`config.mk`:
```
export PLATFORM = sky130hd
export DESIGN_NAME = cell_ingress_port
export DESIGN_NICKNAME = d
export VERILOG_FILES = /design/src/rtl/cip_pkg.sv /design/src/rtl/cip_poll_resp.sv /design/src/rtl/cip_occupancy.sv /design/src/rtl/cip_framer.sv /design/src/rtl/cell_ingress_port.sv
export SDC_FILE = /design/constraint.sdc
export NUM_CORES = 1
export LEC_CHECK = 0
export ABC_CLOCK_PERIOD_IN_PS = 2100
export BUFFER_PORTS_ARGS = -buffer_cell sky130_fd_sc_hd__buf_2
export CAP_MARGIN = 10
export CELL_PAD_IN_SITES_DETAIL_PLACEMENT = 0
export CELL_PAD_IN_SITES_GLOBAL_PLACEMENT = 1
export CORE_UTILIZATION = 35
export CTS_BUF_LIST = sky130_fd_sc_hd__clkbuf_16
export DETAILED_ROUTE_END_ITERATION = 10
export PLACE_DENSITY_LB_ADDON = 0.1
export SYNTH_ARGS = -nofsm -noshare
export SYNTH_HDL_FRONTEND = slang
export SYNTH_SLANG_ARGS = --single-unit
```
`constraint.sdc`:
```
create_clock -name clk -period 2.1 [get_ports clk]
set_clock_uncertainty 0.2 [all_clocks]
set_input_delay 0.21 -clock clk [delete_from_list [all_inputs] [get_ports clk]]
set_output_delay 0.21 -clock clk [all_outputs]
set_load 0.02 [all_outputs]
```
`src/rtl/cip_pkg.sv`:
```
package cip_pkg;
    localparam int BYTE_W     = 8;
    localparam int PADDR_W    = 5;
    localparam int CELL_BYTES = 53;
    localparam int IDX_W      = $clog2(CELL_BYTES);

    typedef enum logic {PH_HUNT = 1'b0, PH_CELL = 1'b1} phase_t;
endpackage

```
`src/rtl/cip_poll_resp.sv`:
```
module cip_poll_resp #(
    parameter int ADDR_W = 5
) (
    input  logic              clk,
    input  logic              rst_n,
    input  logic [ADDR_W-1:0] own_addr,
    input  logic [ADDR_W-1:0] poll_addr,
    input  logic              room,
    output logic              clav_val,
    output logic              clav_oe
);
    typedef struct packed {
        logic oe;
        logic val;
    } poll_t;

    poll_t st_d, st_q;

    always_comb begin
        st_d     = st_q;
        st_d.oe  = (poll_addr == own_addr);
        st_d.val = st_d.oe && room;
    end

    always_ff @(posedge clk or negedge rst_n) begin
        if (!rst_n) st_q <= '0;
        else        st_q <= st_d;
    end

    assign clav_oe  = st_q.oe;
    assign clav_val = st_q.val;

    // the pin floats whenever the previous poll named another port
    a_r7_float_other: assert property (@(posedge clk) disable iff (!rst_n)
        (poll_addr != own_addr) |=> !clav_oe);
    a_r7_drive_own: assert property (@(posedge clk) disable iff (!rst_n)
        (poll_addr == own_addr) |=> clav_oe);
endmodule

```
`src/rtl/cip_occupancy.sv`:
```
module cip_occupancy #(
    parameter int BUF_CELLS = 2,
    localparam int OCC_W = $clog2(BUF_CELLS + 1)
) (
    input  logic             clk,
    input  logic             rst_n,
    input  logic             cell_in,
    input  logic             cell_out,
    output logic [OCC_W-1:0] held,
    output logic             full
);
    logic [OCC_W-1:0] held_d, held_q;
    logic             take;

    always_comb begin
        take   = cell_out && (held_q != '0);
        held_d = held_q;
        if (cell_in && !take)      held_d = held_q + OCC_W'(1);
        else if (!cell_in && take) held_d = held_q - OCC_W'(1);
    end

    always_ff @(posedge clk or negedge rst_n) begin
        if (!rst_n) held_q <= '0;
        else        held_q <= held_d;
    end

    assign held = held_q;
    assign full = (held_q == OCC_W'(BUF_CELLS));

    a_r10_no_overflow: assert property (@(posedge clk) disable iff (!rst_n)
        held_q <= OCC_W'(BUF_CELLS));
    a_r9_full_no_complete: assert property (@(posedge clk) disable iff (!rst_n)
        full |-> !cell_in);
    a_r10_empty_free_ignored: assert property (@(posedge clk) disable iff (!rst_n)
        (held_q == '0 && cell_out && !cell_in) |=> held_q == '0);
endmodule

```
`src/rtl/cip_framer.sv`:
```
module cip_framer
    import cip_pkg::*;
#(
    parameter int BUF_CELLS = 2,
    localparam int SLOT_W = (BUF_CELLS > 1) ? $clog2(BUF_CELLS) : 1
) (
    input  logic              clk,
    input  logic              rst_n,
    input  logic [BYTE_W-1:0] byte_in,
    input  logic              soc,
    input  logic              enb_n,
    input  logic              room_for_soc,
    output logic              in_cell,
    output logic              done_now,
    output logic              wr_en,
    output logic [SLOT_W-1:0] wr_slot,
    output logic [IDX_W-1:0]  wr_idx,
    output logic [BYTE_W-1:0] wr_data,
    output logic              cell_done
);
    typedef struct packed {
        phase_t            phase;
        logic [IDX_W-1:0]  cnt;
        logic [SLOT_W-1:0] slot;
        logic              we;
        logic [SLOT_W-1:0] we_slot;
        logic [IDX_W-1:0]  we_idx;
        logic [BYTE_W-1:0] we_data;
        logic              done;
    } fr_t;

    fr_t st_d, st_q;
    logic take;

    always_comb begin
        take         = !enb_n;
        st_d         = st_q;
        st_d.we      = 1'b0;
        st_d.done    = 1'b0;
        st_d.we_data = byte_in;
        if (take && soc) begin
            if (room_for_soc) begin
                st_d.phase   = PH_CELL;
                st_d.we      = 1'b1;
                st_d.we_slot = st_q.slot;
                st_d.we_idx  = '0;
                st_d.cnt     = IDX_W'(1);
            end else begin
                st_d.phase = PH_HUNT;
                st_d.cnt   = '0;
            end
        end else if (take && st_q.phase == PH_CELL) begin
            st_d.we      = 1'b1;
            st_d.we_slot = st_q.slot;
            st_d.we_idx  = st_q.cnt;
            if (st_q.cnt == IDX_W'(CELL_BYTES - 1)) begin
                st_d.done  = 1'b1;
                st_d.phase = PH_HUNT;
                st_d.cnt   = '0;
                st_d.slot  = (st_q.slot == SLOT_W'(BUF_CELLS - 1)) ? '0
                                                                  : st_q.slot + SLOT_W'(1);
            end else begin
                st_d.cnt = st_q.cnt + IDX_W'(1);
            end
        end
    end

    always_ff @(posedge clk or negedge rst_n) begin
        if (!rst_n) st_q <= '0;
        else        st_q <= st_d;
    end

    assign in_cell   = (st_q.phase == PH_CELL);
    assign done_now  = st_d.done;
    assign wr_en     = st_q.we;
    assign wr_slot   = st_q.we_slot;
    assign wr_idx    = st_q.we_idx;
    assign wr_data   = st_q.we_data;
    assign cell_done = st_q.done;

    a_r4_done_on_last: assert property (@(posedge clk) disable iff (!rst_n)
        cell_done |-> (wr_en && wr_idx == IDX_W'(CELL_BYTES - 1)));
    a_r2_idle_enable: assert property (@(posedge clk) disable iff (!rst_n)
        enb_n |=> !wr_en);
    a_r3_soc_index0: assert property (@(posedge clk) disable iff (!rst_n)
        (!enb_n && soc && room_for_soc) |=> (wr_en && wr_idx == '0));
    a_r5_hunt_drop: assert property (@(posedge clk) disable iff (!rst_n)
        (!in_cell && !soc) |=> !wr_en);
endmodule

```
`src/rtl/cell_ingress_port.sv`:
```
module cell_ingress_port
    import cip_pkg::*;
#(
    parameter int BUF_CELLS = 2,
    localparam int SLOT_W = (BUF_CELLS > 1) ? $clog2(BUF_CELLS) : 1,
    localparam int OCC_W  = $clog2(BUF_CELLS + 1),
    localparam int PEND_W = OCC_W + 1,
    localparam int WA_W   = SLOT_W + IDX_W
) (
    input  logic               clk,
    input  logic               rst_n,
    input  logic [PADDR_W-1:0] own_addr,
    input  logic [PADDR_W-1:0] poll_addr,
    input  logic [BYTE_W-1:0]  cell_byte,
    input  logic               cell_soc,
    input  logic               cell_enb_n,
    input  logic               cell_free,
    output logic               clav_val,
    output logic               clav_oe,
    output logic               wr_en,
    output logic [WA_W-1:0]    wr_addr,
    output logic [BYTE_W-1:0]  wr_data,
    output logic               cell_done
);
    logic              in_cell, done_now, full;
    logic [OCC_W-1:0]  held;
    logic [PEND_W-1:0] pending;
    logic [SLOT_W-1:0] wr_slot;
    logic [IDX_W-1:0]  wr_idx;
    logic              room;

    assign pending = {1'b0, held} + {{OCC_W{1'b0}}, in_cell};
    assign room    = pending < PEND_W'(BUF_CELLS);
    assign wr_addr = {wr_slot, wr_idx};

    cip_framer #(.BUF_CELLS(BUF_CELLS)) u_framer (
        .clk          (clk),
        .rst_n        (rst_n),
        .byte_in      (cell_byte),
        .soc          (cell_soc),
        .enb_n        (cell_enb_n),
        .room_for_soc (!full),
        .in_cell      (in_cell),
        .done_now     (done_now),
        .wr_en        (wr_en),
        .wr_slot      (wr_slot),
        .wr_idx       (wr_idx),
        .wr_data      (wr_data),
        .cell_done    (cell_done)
    );

    cip_occupancy #(.BUF_CELLS(BUF_CELLS)) u_occ (
        .clk      (clk),
        .rst_n    (rst_n),
        .cell_in  (done_now),
        .cell_out (cell_free),
        .held     (held),
        .full     (full)
    );

    cip_poll_resp #(.ADDR_W(PADDR_W)) u_poll (
        .clk       (clk),
        .rst_n     (rst_n),
        .own_addr  (own_addr),
        .poll_addr (poll_addr),
        .room      (room),
        .clav_val  (clav_val),
        .clav_oe   (clav_oe)
    );

    // a driven flag reporting room implies the store was not full at the poll edge
    a_r8_clav_not_full: assert property (@(posedge clk) disable iff (!rst_n)
        full |=> !(clav_oe && clav_val));
    a_r4_done_single: assert property (@(posedge clk) disable iff (!rst_n)
        cell_done |=> !cell_done);
endmodule

```
==> flow_metrics.env, run 1 <==
export IMPL_cts_tree="done"
export IMPL_antenna_found_initial=0
export IMPL_reg2reg_from="u_framer.st_q[18]$_DFFE_PN0P_"
export IMPL_h_tree_depth=2
export IMPL_cts_sinks=29
export IMPL_synth_edf_count=0
export IMPL_vias=945
export IMPL_grt_start_max_net_pins=30
export IMPL_clock_root_buffer="clkbuf_16"
export IMPL_post_route_min_period_ns=2.00
export IMPL_crit_required_ns=2.06
export IMPL_worstRegToRegCells=9
export IMPL_grtUsageTotal=0.142
export IMPL_synth_area_leaders="dfrtp_1, buf_4, a22o_1"
export IMPL_yosysTopAreaCell="dfrtp_1"
export IMPL_ios=42
export IMPL_slowest_delay_ns=0.37
export IMPL_cts_setup_buffers=0
export IMPL_start_kind="flip-flop"
export IMPL_drc=0
export IMPL_drtAntennaViolNets=0
export IMPL_path_max_fanout=3
export IMPL_worst_pin_slew_ns=0.632
export IMPL_area_growth_pct=29.3
export IMPL_wl_met1_mm=1.24
export IMPL_crit_path_top_delay_cell="dfrtp_1"
export IMPL_grt_pass1_vias=914
export IMPL_yosys_warnings=0
export IMPL_cts_path_max_buffers=2
export IMPL_clk_latency_ns=0.27
export IMPL_start_util=0.366
export IMPL_ys_ff_latch=29
export IMPL_rows=22
export IMPL_numCtsBuffers=5
export IMPL_cts_resized=0
export IMPL_grt_setup_unrepaired="no"
export IMPL_p_leak_nw=0.899
export IMPL_max_vdd_ir_drop_mv=0.442
export IMPL_clk_pin_slew_ns=0.05
export IMPL_hp_class="in -> reg"
export IMPL_dr_pass1_iters=4
export IMPL_final_setup_viol_count=0
export IMPL_maxSlewHeadroom=0.579
export IMPL_setup_tns_ns=0
export IMPL_die_w_um=63.9
export IMPL_fp_dieH_um=63.9
export IMPL_path_cells="inv_1 > ha_1 > and4b_4 > nand2_4 > nor3_4 > ha_1 > xor2_1 > nor2_1 > xor2_1"
export IMPL_num_antenna_cells=0
export IMPL_holdBufCountCts=9
export IMPL_slew_viol_final=0
export IMPL_rrSetupSlack_ns=0.1
export IMPL_critPathLaunch="u_framer.st_q[18]$_DFFE_PN0P_"
export IMPL_wl_met3_um=138
export IMPL_core_area_um2=3660
export IMPL_critical_path_class="reg -> reg"
export IMPL_highest_layer="met4"
export IMPL_syn_inst=113
export IMPL_dp_cells=188
export IMPL_final_cells=205
export IMPL_synthTopCellsByCount="dfrtp_1, buf_4, o21ai_0"
export IMPL_p_per_area_nw_per_um2=890
export IMPL_routed_via_density=4.61
export IMPL_critPathBufInv=1
export IMPL_drive_gt1_frac=0.382
export IMPL_fmax_mhz=499
export IMPL_arrival_ns=1.96
export IMPL_async_flop_share=1.00
export IMPL_ys_types=33
export IMPL_synth_flop_cell="dfrtp_1"
export IMPL_fin_nets=182
export IMPL_status="completed"
export IMPL_die_area_um2=4080
export IMPL_r2r_end="u_occ.held[1]$_DFFE_PN0P_"
export IMPL_final_hold_viol_count=0
export IMPL_portBuffers=41
export IMPL_fin_crit_sh=0.954
export IMPL_crit_family="simple AND/OR/NAND/NOR gates"
export IMPL_crit_cells=9
export IMPL_drtIter0Drc=55
export IMPL_avgRoutedWirePerCell_um=12.3
export IMPL_grt_pass1_wl_mm=4.22
export IMPL_drv_cap=0
export IMPL_pre_cts_ws_ns=0.0888
export IMPL_yosysSeqAreaShare=0.542
export IMPL_worst_setup_path_end_kind="flip-flop"
export IMPL_yosysMostFrequentCell="dfrtp_1"
export IMPL_num_fill_cells=359
export IMPL_worst_slack_ns=0.0963
export IMPL_syn_avg_cell_area_um2=11.9
export IMPL_routed_wl_mm=2.53
export IMPL_gp_routability_congestion=0.857
export IMPL_dp_hpwl_mm=1.77
export IMPL_met2_length_mm=1.13
export IMPL_synth_top_area_frac=0.542
export IMPL_grt_overflow=0
export IMPL_synth_nets=139
export IMPL_crit_path_end="u_occ.held[1]$_DFFE_PN0P_"
export IMPL_netlist_area_um2=1340
==> tightest hold or removal path, cell delays in order <==
cell	delay (ns)
buf_2	0.08
xnor2_1	0.05
nand3_1	0.06
nor3_1	0.05
==> cell type report <==
cell class / instances / area (um2) / area share
inverter: 5 / 18.8 / 0.0108
sequential: 29 / 726 / 0.419
tap: 48 / 60.1 / 0.0347
clock inverter: 3 / 17.5 / 0.0101
clock buffer: 5 / 125 / 0.0722
timing repair buffer: 52 / 310 / 0.179
multi-input combinational: 63 / 475 / 0.274
==> power breakdown <==
group          switching (mW)  internal (mW)  total (mW)
registers              0.0381          0.606       0.644
logic                   0.121          0.106       0.226
clock network           0.240          0.433       0.672
total                   0.399           1.14        1.54
==> routing by layer <==
metal / up-vias / GRT usage
li1: 462 / -
met1: 447 / 0.196
met4: 0 / 0.0710
met3: 4 / 0.0464
met2: 32 / 0.197
met5: - / 0
==> state kept, by name (all words and copies together), names as in the netlist <==
register and flops:
u_framer.wr_slot 1, u_poll.clav_val 1, u_framer.st_q 7, u_poll.clav_oe 1, u_framer.wr_data 8, u_framer.wr_idx 6, u_framer.in_cell 1, u_framer.wr_en 1
u_occ.held 2, u_framer.cell_done 1
==> worst min-delay path by stage <==
stage                                         end  depth (start not counted)          from  slack, ns
floorplan            u_framer.cell_done$_DFF_PN0_                          0         rst_n      -0.29
global placement    u_framer.wr_data[5]$_DFF_PN0_                          1         rst_n       0.07
detailed placement  u_framer.wr_data[5]$_DFF_PN0_                          1         rst_n       0.07
CTS                      u_poll.clav_oe$_DFF_PN0_                          4  poll_addr[0]       0.04
global route             u_poll.clav_oe$_DFF_PN0_                          4  poll_addr[0]       0.06
finish                   u_poll.clav_oe$_DFF_PN0_                          4  poll_addr[0]       0.03
==> stage by stage <==
stage	hold slack, ns	total power, mW	cell area (um2)	utilization
finish	0.0318	1.54	1730	0.473
global placement	0.0705	0.869	1500	0.410
detailed placement	0.0731	0.871	1500	0.410
global route	0.0642	1.62	1730	0.473
CTS	0.0427	1.57	1730	0.473
floorplan	-0.286	0.800	1340	-
==> logic make-up after synthesis <==
| group | share of synthesized area |
|---|---|
| compound gates | 0.133 |
| xor+xnor | 0.0588 |
| fa+ha+maj | 0.0280 |
| buf+inv | 0.104 |
| flops | 0.542 |
| mux | 0.0159 |
| simple gates | 0.120 |
==> cell usage in the layout, fill, tap and decap left out, drive strengths merged <==
master	netlist	routed
o22ai	1	1
xor2	5	5
inv	5	5
nand3	4	4
clkinvlp	0	1
and3	1	1
clkinv	0	2
a32o	1	1
o311ai	1	1
dfrtp	29	29
ha	3	3
xnor2	4	4
and4b	1	1
nand2	6	6
dlygate4sd3	0	9
and2	1	1
buf	16	43
o21bai	1	1
a21o	1	1
nor2	3	3
nand2b	2	2
or3b	1	1
a22o	6	6
mux2i	1	1
a21oi	6	6
o21ai	6	6
mux2	1	1
o41a	1	1
nor2b	2	2
nor3	2	2
clkbuf	0	5
nand3b	2	2
Note: power is estimated with default switching activity, not from simulation.
==> inputs of run 2 (changes only) <==
--- a/config.mk
+++ b/config.mk
@@ -10,10 +10,11 @@
 export CAP_MARGIN = 10
 export CELL_PAD_IN_SITES_DETAIL_PLACEMENT = 0
 export CELL_PAD_IN_SITES_GLOBAL_PLACEMENT = 1
-export CORE_UTILIZATION = 35
+export CORE_UTILIZATION = 34
 export CTS_BUF_LIST = sky130_fd_sc_hd__clkbuf_16
 export DETAILED_ROUTE_END_ITERATION = 10
-export PLACE_DENSITY_LB_ADDON = 0.1
+export PLACE_DENSITY = 0.69
 export SYNTH_ARGS = -nofsm -noshare
 export SYNTH_HDL_FRONTEND = slang
+export SYNTH_HIERARCHICAL = 1
 export SYNTH_SLANG_ARGS = --single-unit
==> run 2 against run 1 <==
  * Sequential share of layout area decreased by 2.7 points
  * Core utilization decreased by 1.4 points
  * Die area increased by 9.7%
  * Design area increased by 6.9%
  * Register-to-register slack improved by 0.05 ns
  * First-iteration DRC count increased by 9.1%
  * Global-route usage increased by 0.95 points
  * Synthesized cell count increased by 23%
  * Highest routed layer unchanged
  * Largest power group unchanged
==> flow_metrics.env, run 2 <==
export IMPL_crit_path_top_delay_cell="dfrtp_1"
export IMPL_path_cells="inv_1 > ha_1 > and3b_2 > nand3_2 > nor3_4 > ha_1 > xor2_1 > nor2_1 > xor2_1"
export IMPL_synth_top_area_frac=0.507
export IMPL_pre_cts_ws_ns=0.0746
export IMPL_synthTopCellsByCount="dfrtp_1, buf_4, o21ai_0"
export IMPL_final_hold_viol_count=0
export IMPL_regArea_um2=726
export IMPL_cts_path_max_buffers=2
export IMPL_die_w_um=66.9
export IMPL_max_vdd_ir_drop_mv=0.307
export IMPL_portBuffers=41
export IMPL_clk_latency_ns=0.27
export IMPL_fin_nets=206
export IMPL_syn_avg_cell_area_um2=10.3
export IMPL_num_fill_cells=391
export IMPL_worst_setup_path_end_kind="flip-flop"
export IMPL_routed_wl_mm=2.93
export IMPL_fin_crit_sh=0.931
export IMPL_reg2reg_from="u_framer/st_q[19]$_DFFE_PN0P_"
export IMPL_synth_nets=165
export IMPL_cts_resized=0
export IMPL_syn_inst=139
export IMPL_clk_pin_slew_ns=0.05
export IMPL_yosys_warnings=6
export IMPL_drtAntennaViolNets=0
export IMPL_synth_area_leaders="dfrtp_1, buf_4, o21ai_0"
export IMPL_worst_pin_slew_ns=0.650
export IMPL_cts_sinks=29
export IMPL_final_cells=231
export IMPL_layout_common_cells="buf_2, dfrtp_1, o21ai_0"
export IMPL_arrival_ns=1.90
export IMPL_final_util=0.460
export IMPL_h_tree_depth=2
export IMPL_netlist_area_um2=1430
export IMPL_dp_hpwl_mm=1.97
export IMPL_status="completed"
export IMPL_dr_pass1_iters=4
export IMPL_final_setup_viol_count=0
export IMPL_multi_input_area_um2=553
export IMPL_grt_start_max_net_pins=30
export IMPL_p_per_area_nw_per_um2=1030
export IMPL_core_area_um2=4030
export IMPL_maxSlewHeadroom=0.567
export IMPL_fp_dieH_um=66.9
export IMPL_num_antenna_cells=0
export IMPL_antenna_found_initial=0
export IMPL_crit_required_ns=2.05
export IMPL_p_leak_nw=0.917
export IMPL_drv_cap=0
export IMPL_cts_tree="done"
export IMPL_gr_usage_met1=0.153
export IMPL_synth_edf_count=0
export IMPL_hold_start="poll_addr[4]"
export IMPL_start_kind="flip-flop"
export IMPL_grt_setup_unrepaired="no"
export IMPL_yosysTopAreaCell="dfrtp_1"
export IMPL_grt_pass1_wl_mm=4.82
export IMPL_hp_class="in -> reg"
export IMPL_slowest_delay_ns=0.40
export IMPL_use_met3=0.0411
export IMPL_critPathLaunch="u_framer/st_q[19]$_DFFE_PN0P_"
export IMPL_vias=1092
export IMPL_grt_busiest_layer="met2"
export IMPL_async_flop_share=1.00
export IMPL_yosysSeqAreaShare=0.507
export IMPL_setup_tns_ns=0
export IMPL_die_area_um2=4480
export IMPL_rows=23
export IMPL_drc=0
export IMPL_ios=42
export IMPL_grt_overflow=0
export IMPL_grtUsageTotal=0.151
export IMPL_layout_commonest_cell="buf_2"
export IMPL_routed_via_density=4.73
export IMPL_drive_gt1_frac=0.331
export IMPL_clock_root_buffer="clkbuf_16"
export IMPL_ys_types=33
export IMPL_slew_viol_final=0
export IMPL_synth_flop_cell="dfrtp_1"
export IMPL_largest_register_ffs=8
export IMPL_path_max_fanout=4
export IMPL_gp_routability_congestion=0.834
export IMPL_dp_cells=213
export IMPL_ys_ff_latch=29
export IMPL_grt_pass1_vias=1147
export IMPL_avgRoutedWirePerCell_um=12.7
export IMPL_numCtsBuffers=5
export IMPL_critical_path_class="reg -> reg"
export IMPL_start_util=0.356
export IMPL_yosysMostFrequentCell="dfrtp_1"
export IMPL_use_met2=0.266
export IMPL_worst_slack_ns=0.145
export IMPL_area_growth_pct=29.3
export IMPL_drtIter0Drc=60
export IMPL_post_route_min_period_ns=1.95
export IMPL_fmax_mhz=512
export IMPL_holdWs_ns=0.0358
[run 2: cell types whose count changed in the layout (fill, tap and decap cells not counted), sizes merged, moves of 2 or more]
| cell | previous run | this run |
|---|---|---|
| a21oi | 6 | 8 |
| nand4b | 0 | 2 |
| nand2 | 6 | 10 |
| buf | 43 | 46 |
| a22o | 6 | 0 |
| nor2 | 3 | 5 |
| nand4 | 0 | 4 |
| nand3 | 4 | 6 |
| a31oi | 0 | 2 |
| o21ai | 6 | 14 |
| nor2b | 2 | 7 |
[run 2: layout make-up]
class	count	share of cell area
inverter	4	0.00811
timing repair buffer	55	0.180
clock buffer	5	0.0676
tap	50	0.0338
clock inverter	3	0.0203
multi-input combinational	85	0.299
sequential	29	0.392
[run 2: power by group]
| group | switching, mW | internal (mW) | leakage, nW |
|---|---|---|---|
| Sequential | 0.0677 | 0.641 | 0.372 |
| Combinational | 0.239 | 0.191 | 0.462 |
| Clock | 0.228 | 0.548 | 0.0826 |
| Total | 0.535 | 1.38 | 0.917 |
[run 2: timing repair]
action | in CTS | in global routing
endpoints found under the hold margin | 37 | 0
setup endpoints to repair | 0 | 1
buffers inserted | 0 | 1
hold buffers | 9 | 0
[run 2: metal layers]
layer	up-vias	routed length, um
li1	542	-
met1	522	1200
met2	22	1540
met3	6	114
met4	0	75
met5	-	0
[run 2: final timing paths]
path	endpoint	slack, ns	cells past startpoint
worst max register to register	u_occ/held[1]$_DFFE_PN0P_	0.15	9
worst min register to register	u_framer/st_q[17]$_DFFE_PN0P_	0.26	1
worst max-delay path	u_occ/held[1]$_DFFE_PN0P_	0.15	9
min in group asynchronous	u_framer/wr_idx[3]$_DFFE_PN0P_	0.31	2
worst min-delay path	u_poll/clav_oe$_DFF_PN0_	0.04	3
max in group asynchronous	u_framer/wr_data[2]$_DFF_PN0_	0.97	2
[run 2: worst max-delay path, delay by kind of cell, from the launching register on]
kind          cells  cell delay, ns
buf+inv           1            0.06
flops             1            0.40
xor+xnor          2            0.30
fa+ha+maj         2            0.31
simple gates      4            0.57
[run 2: cell families (layout without fill, tap and decap cells)]
| logic type | after synthesis | in the layout | synth area share |
|---|---|---|---|
| and+or+nand+nor | 46 | 46 | 0.197 |
| buffers and inverters | 25 | 67 | 0.107 |
| adders and majority gates | 3 | 3 | 0.0262 |
| xor gates and xnor gates | 9 | 9 | 0.0550 |
| muxes | 2 | 2 | 0.0148 |
| DFF | 29 | 29 | 0.507 |
| AOI/OAI and AO/OA | 25 | 25 | 0.0934 |
[run 2: stage by stage]
stage,instance area [um2],power (mW)
floorplan,1430,1.02
global placement,1590,1.11
detailed placement,1590,1.13
CTS,1840,1.93
global route,1850,2.01
finish,1850,1.92
==> inputs of run 3 (changes only) <==
--- a/config.mk
+++ b/config.mk
@@ -10,11 +10,10 @@
 export CAP_MARGIN = 10
 export CELL_PAD_IN_SITES_DETAIL_PLACEMENT = 0
 export CELL_PAD_IN_SITES_GLOBAL_PLACEMENT = 1
-export CORE_UTILIZATION = 34
+export CORE_UTILIZATION = 35
 export CTS_BUF_LIST = sky130_fd_sc_hd__clkbuf_16
 export DETAILED_ROUTE_END_ITERATION = 10
-export PLACE_DENSITY = 0.69
+export PLACE_DENSITY = 0.71
 export SYNTH_ARGS = -nofsm -noshare
 export SYNTH_HDL_FRONTEND = slang
-export SYNTH_HIERARCHICAL = 1
 export SYNTH_SLANG_ARGS = --single-unit
==> run 3 against run 2 <==
  * Non-clock buffer count down 2
  * Combinational power down 47%
  * Cell count down 11%
  * Register-to-register slack better by 0.02 ns
  * Critical path type unchanged
  * Critical endpoint is now u_occ.held[1]$_DFFE_PN0P_
  * Largest power group is now registers
==> flow_metrics.env, run 3 (synthesis gave the netlist of run 1 again) <==
export IMPL_grtUsageTotal=0.140
export IMPL_drtAntennaViolNets=0
export IMPL_swShare=0.249
export IMPL_avgRoutedWirePerCell_um=12.2
export IMPL_layout_commonest_cell="buf_2"
export IMPL_cts_path_max_buffers=2
export IMPL_layout_common_cells="buf_2, dfrtp_1, dlygate4sd3_1"
export IMPL_antenna_found_initial=0
export IMPL_vias=973
export IMPL_worst_pin_slew_ns=0.629
export IMPL_start_kind="flip-flop"
export IMPL_pre_cts_ws_ns=0.0815
export IMPL_max_vdd_ir_drop_mv=0.452
export IMPL_routed_via_density=4.72
export IMPL_fin_nets=183
export IMPL_setup_tns_ns=0
export IMPL_post_route_min_period_ns=1.94
export IMPL_largest_register_ffs=8
export IMPL_grt_pass1_vias=977
export IMPL_arrival_ns=1.92
export IMPL_dp_hpwl_mm=1.73
export IMPL_worst_slack_ns=0.161
export IMPL_final_setup_viol_count=0
export IMPL_routed_wl_mm=2.52
export IMPL_critical_path_class="reg -> reg"
export IMPL_gp_routability_congestion=0.837
export IMPL_slew_viol_final=0
export IMPL_numCtsBuffers=5
export IMPL_ios=42
export IMPL_hp_class="in -> reg"
export IMPL_path_max_fanout=3
export IMPL_area_growth_pct=29.5
export IMPL_drtIter0Drc=56
export IMPL_combPwrFrac=0.151
export IMPL_die_area_um2=4080
export IMPL_clock_root_buffer="clkbuf_16"
export IMPL_grt_overflow=0
export IMPL_h_tree_depth=2
export IMPL_place_area_um2=1500
export IMPL_status="completed"
export IMPL_clk_latency_ns=0.27
export IMPL_die_w_um=63.9
export IMPL_p_leak_nw=0.903
export IMPL_clk_pin_slew_ns=0.04
export IMPL_portBuffers=41
export IMPL_fmax_mhz=516
export IMPL_grt_setup_unrepaired="no"
export IMPL_final_hold_viol_count=0
export IMPL_drv_cap=0
export IMPL_p_clk_frac=0.423
export IMPL_grt_pass1_wl_mm=4.29
export IMPL_p_int_mw=1.14
export IMPL_fin_crit_sh=0.923
export IMPL_cts_tree="done"
export IMPL_cts_sinks=29
export IMPL_crit_required_ns=2.08
export IMPL_worst_setup_path_end_kind="flip-flop"
export IMPL_grt_start_max_net_pins=30
export IMPL_dr_pass1_iters=4
export IMPL_p_per_area_nw_per_um2=873
export IMPL_fp_dieH_um=63.9
export IMPL_core_area_um2=3660
export IMPL_maxSlewHeadroom=0.580
export IMPL_p_sw_uw=378
export IMPL_start_util=0.366
export IMPL_rows=22
export IMPL_final_area_um2=1740
export IMPL_pwr_share_seq=0.425
export IMPL_drc=0
export IMPL_cts_resized=0
export IMPL_drive_gt1_frac=0.373
export IMPL_num_antenna_cells=0
run 3: final cells by class:
cell class / count / area [um2]
tap: 48 / 60.1
timing repair buffer: 53 / 318
clock buffer: 5 / 125
clock inverter: 3 / 12.5
fill: 332 / 1930
sequential: 29 / 726
multi-input combinational: 63 / 475
inverter: 5 / 18.8
run 3: power by group through the flow:
stage               Clock (mW)  Sequential [mW]  Combinational (mW)
floorplan                    0            0.651               0.149
global placement             0            0.650               0.214
detailed placement           0            0.652               0.217
CTS                      0.655            0.643               0.232
global route             0.692            0.650               0.255
finish                   0.641            0.645               0.229
run 3: timing repair:
action,CTS,global route
hold buffers,9,0
buffers inserted,0,1
setup endpoints to repair,0,1
endpoints found under the hold margin,37,0
run 3: final timing paths:
| kind | startpoint | to | cells after the start | slack, ns |
|---|---|---|---|---|
| min in group asynchronous | rst_n | u_framer.wr_data[2]$_DFF_PN0_ | 2 | 0.30 |
| min | poll_addr[0] | u_poll.clav_oe$_DFF_PN0_ | 4 | 0.05 |
| max reg2reg | u_framer.st_q[18]$_DFFE_PN0P_ | u_occ.held[1]$_DFFE_PN0P_ | 8 | 0.16 |
| max in group asynchronous | rst_n | u_framer.st_q[23]$_DFFE_PN0P_ | 2 | 0.99 |
| max | u_framer.st_q[18]$_DFFE_PN0P_ | u_occ.held[1]$_DFFE_PN0P_ | 8 | 0.16 |
| min reg2reg | u_framer.st_q[17]$_DFFE_PN0P_ | u_framer.st_q[17]$_DFFE_PN0P_ | 1 | 0.27 |
run 3: layer usage:
layer	wire, um	global-route usage	vias to the layer above
met5	0	0	-
met4	22	0.0597	0
met3	133	0.0446	2
met2	1280	0.226	30
met1	1080	0.171	477
li1	-	-	464
run 3: through the flow:
stage | utilization | cells | hold slack [ns] | power [mW]
final | 0.474 | 206 | 0.0503 | 1.52
after global routing | 0.474 | 206 | 0.0627 | 1.60
after CTS | 0.472 | 205 | 0.0495 | 1.53
after detailed placement | 0.410 | 188 | 0.0680 | 0.868
after global placement | 0.410 | 188 | 0.0658 | 0.864
after floorplan | - | 113 | -0.286 | 0.800
run 3: worst max-delay path: stages (launching register included):
cell and delay, ns:
dfrtp_1 0.37, inv_1 0.07, ha_1 0.14, and4b_4 0.27, nand2_4 0.07, nor3_4 0.14, ha_1 0.28, nor2_1 0.14
xor2_1 0.17
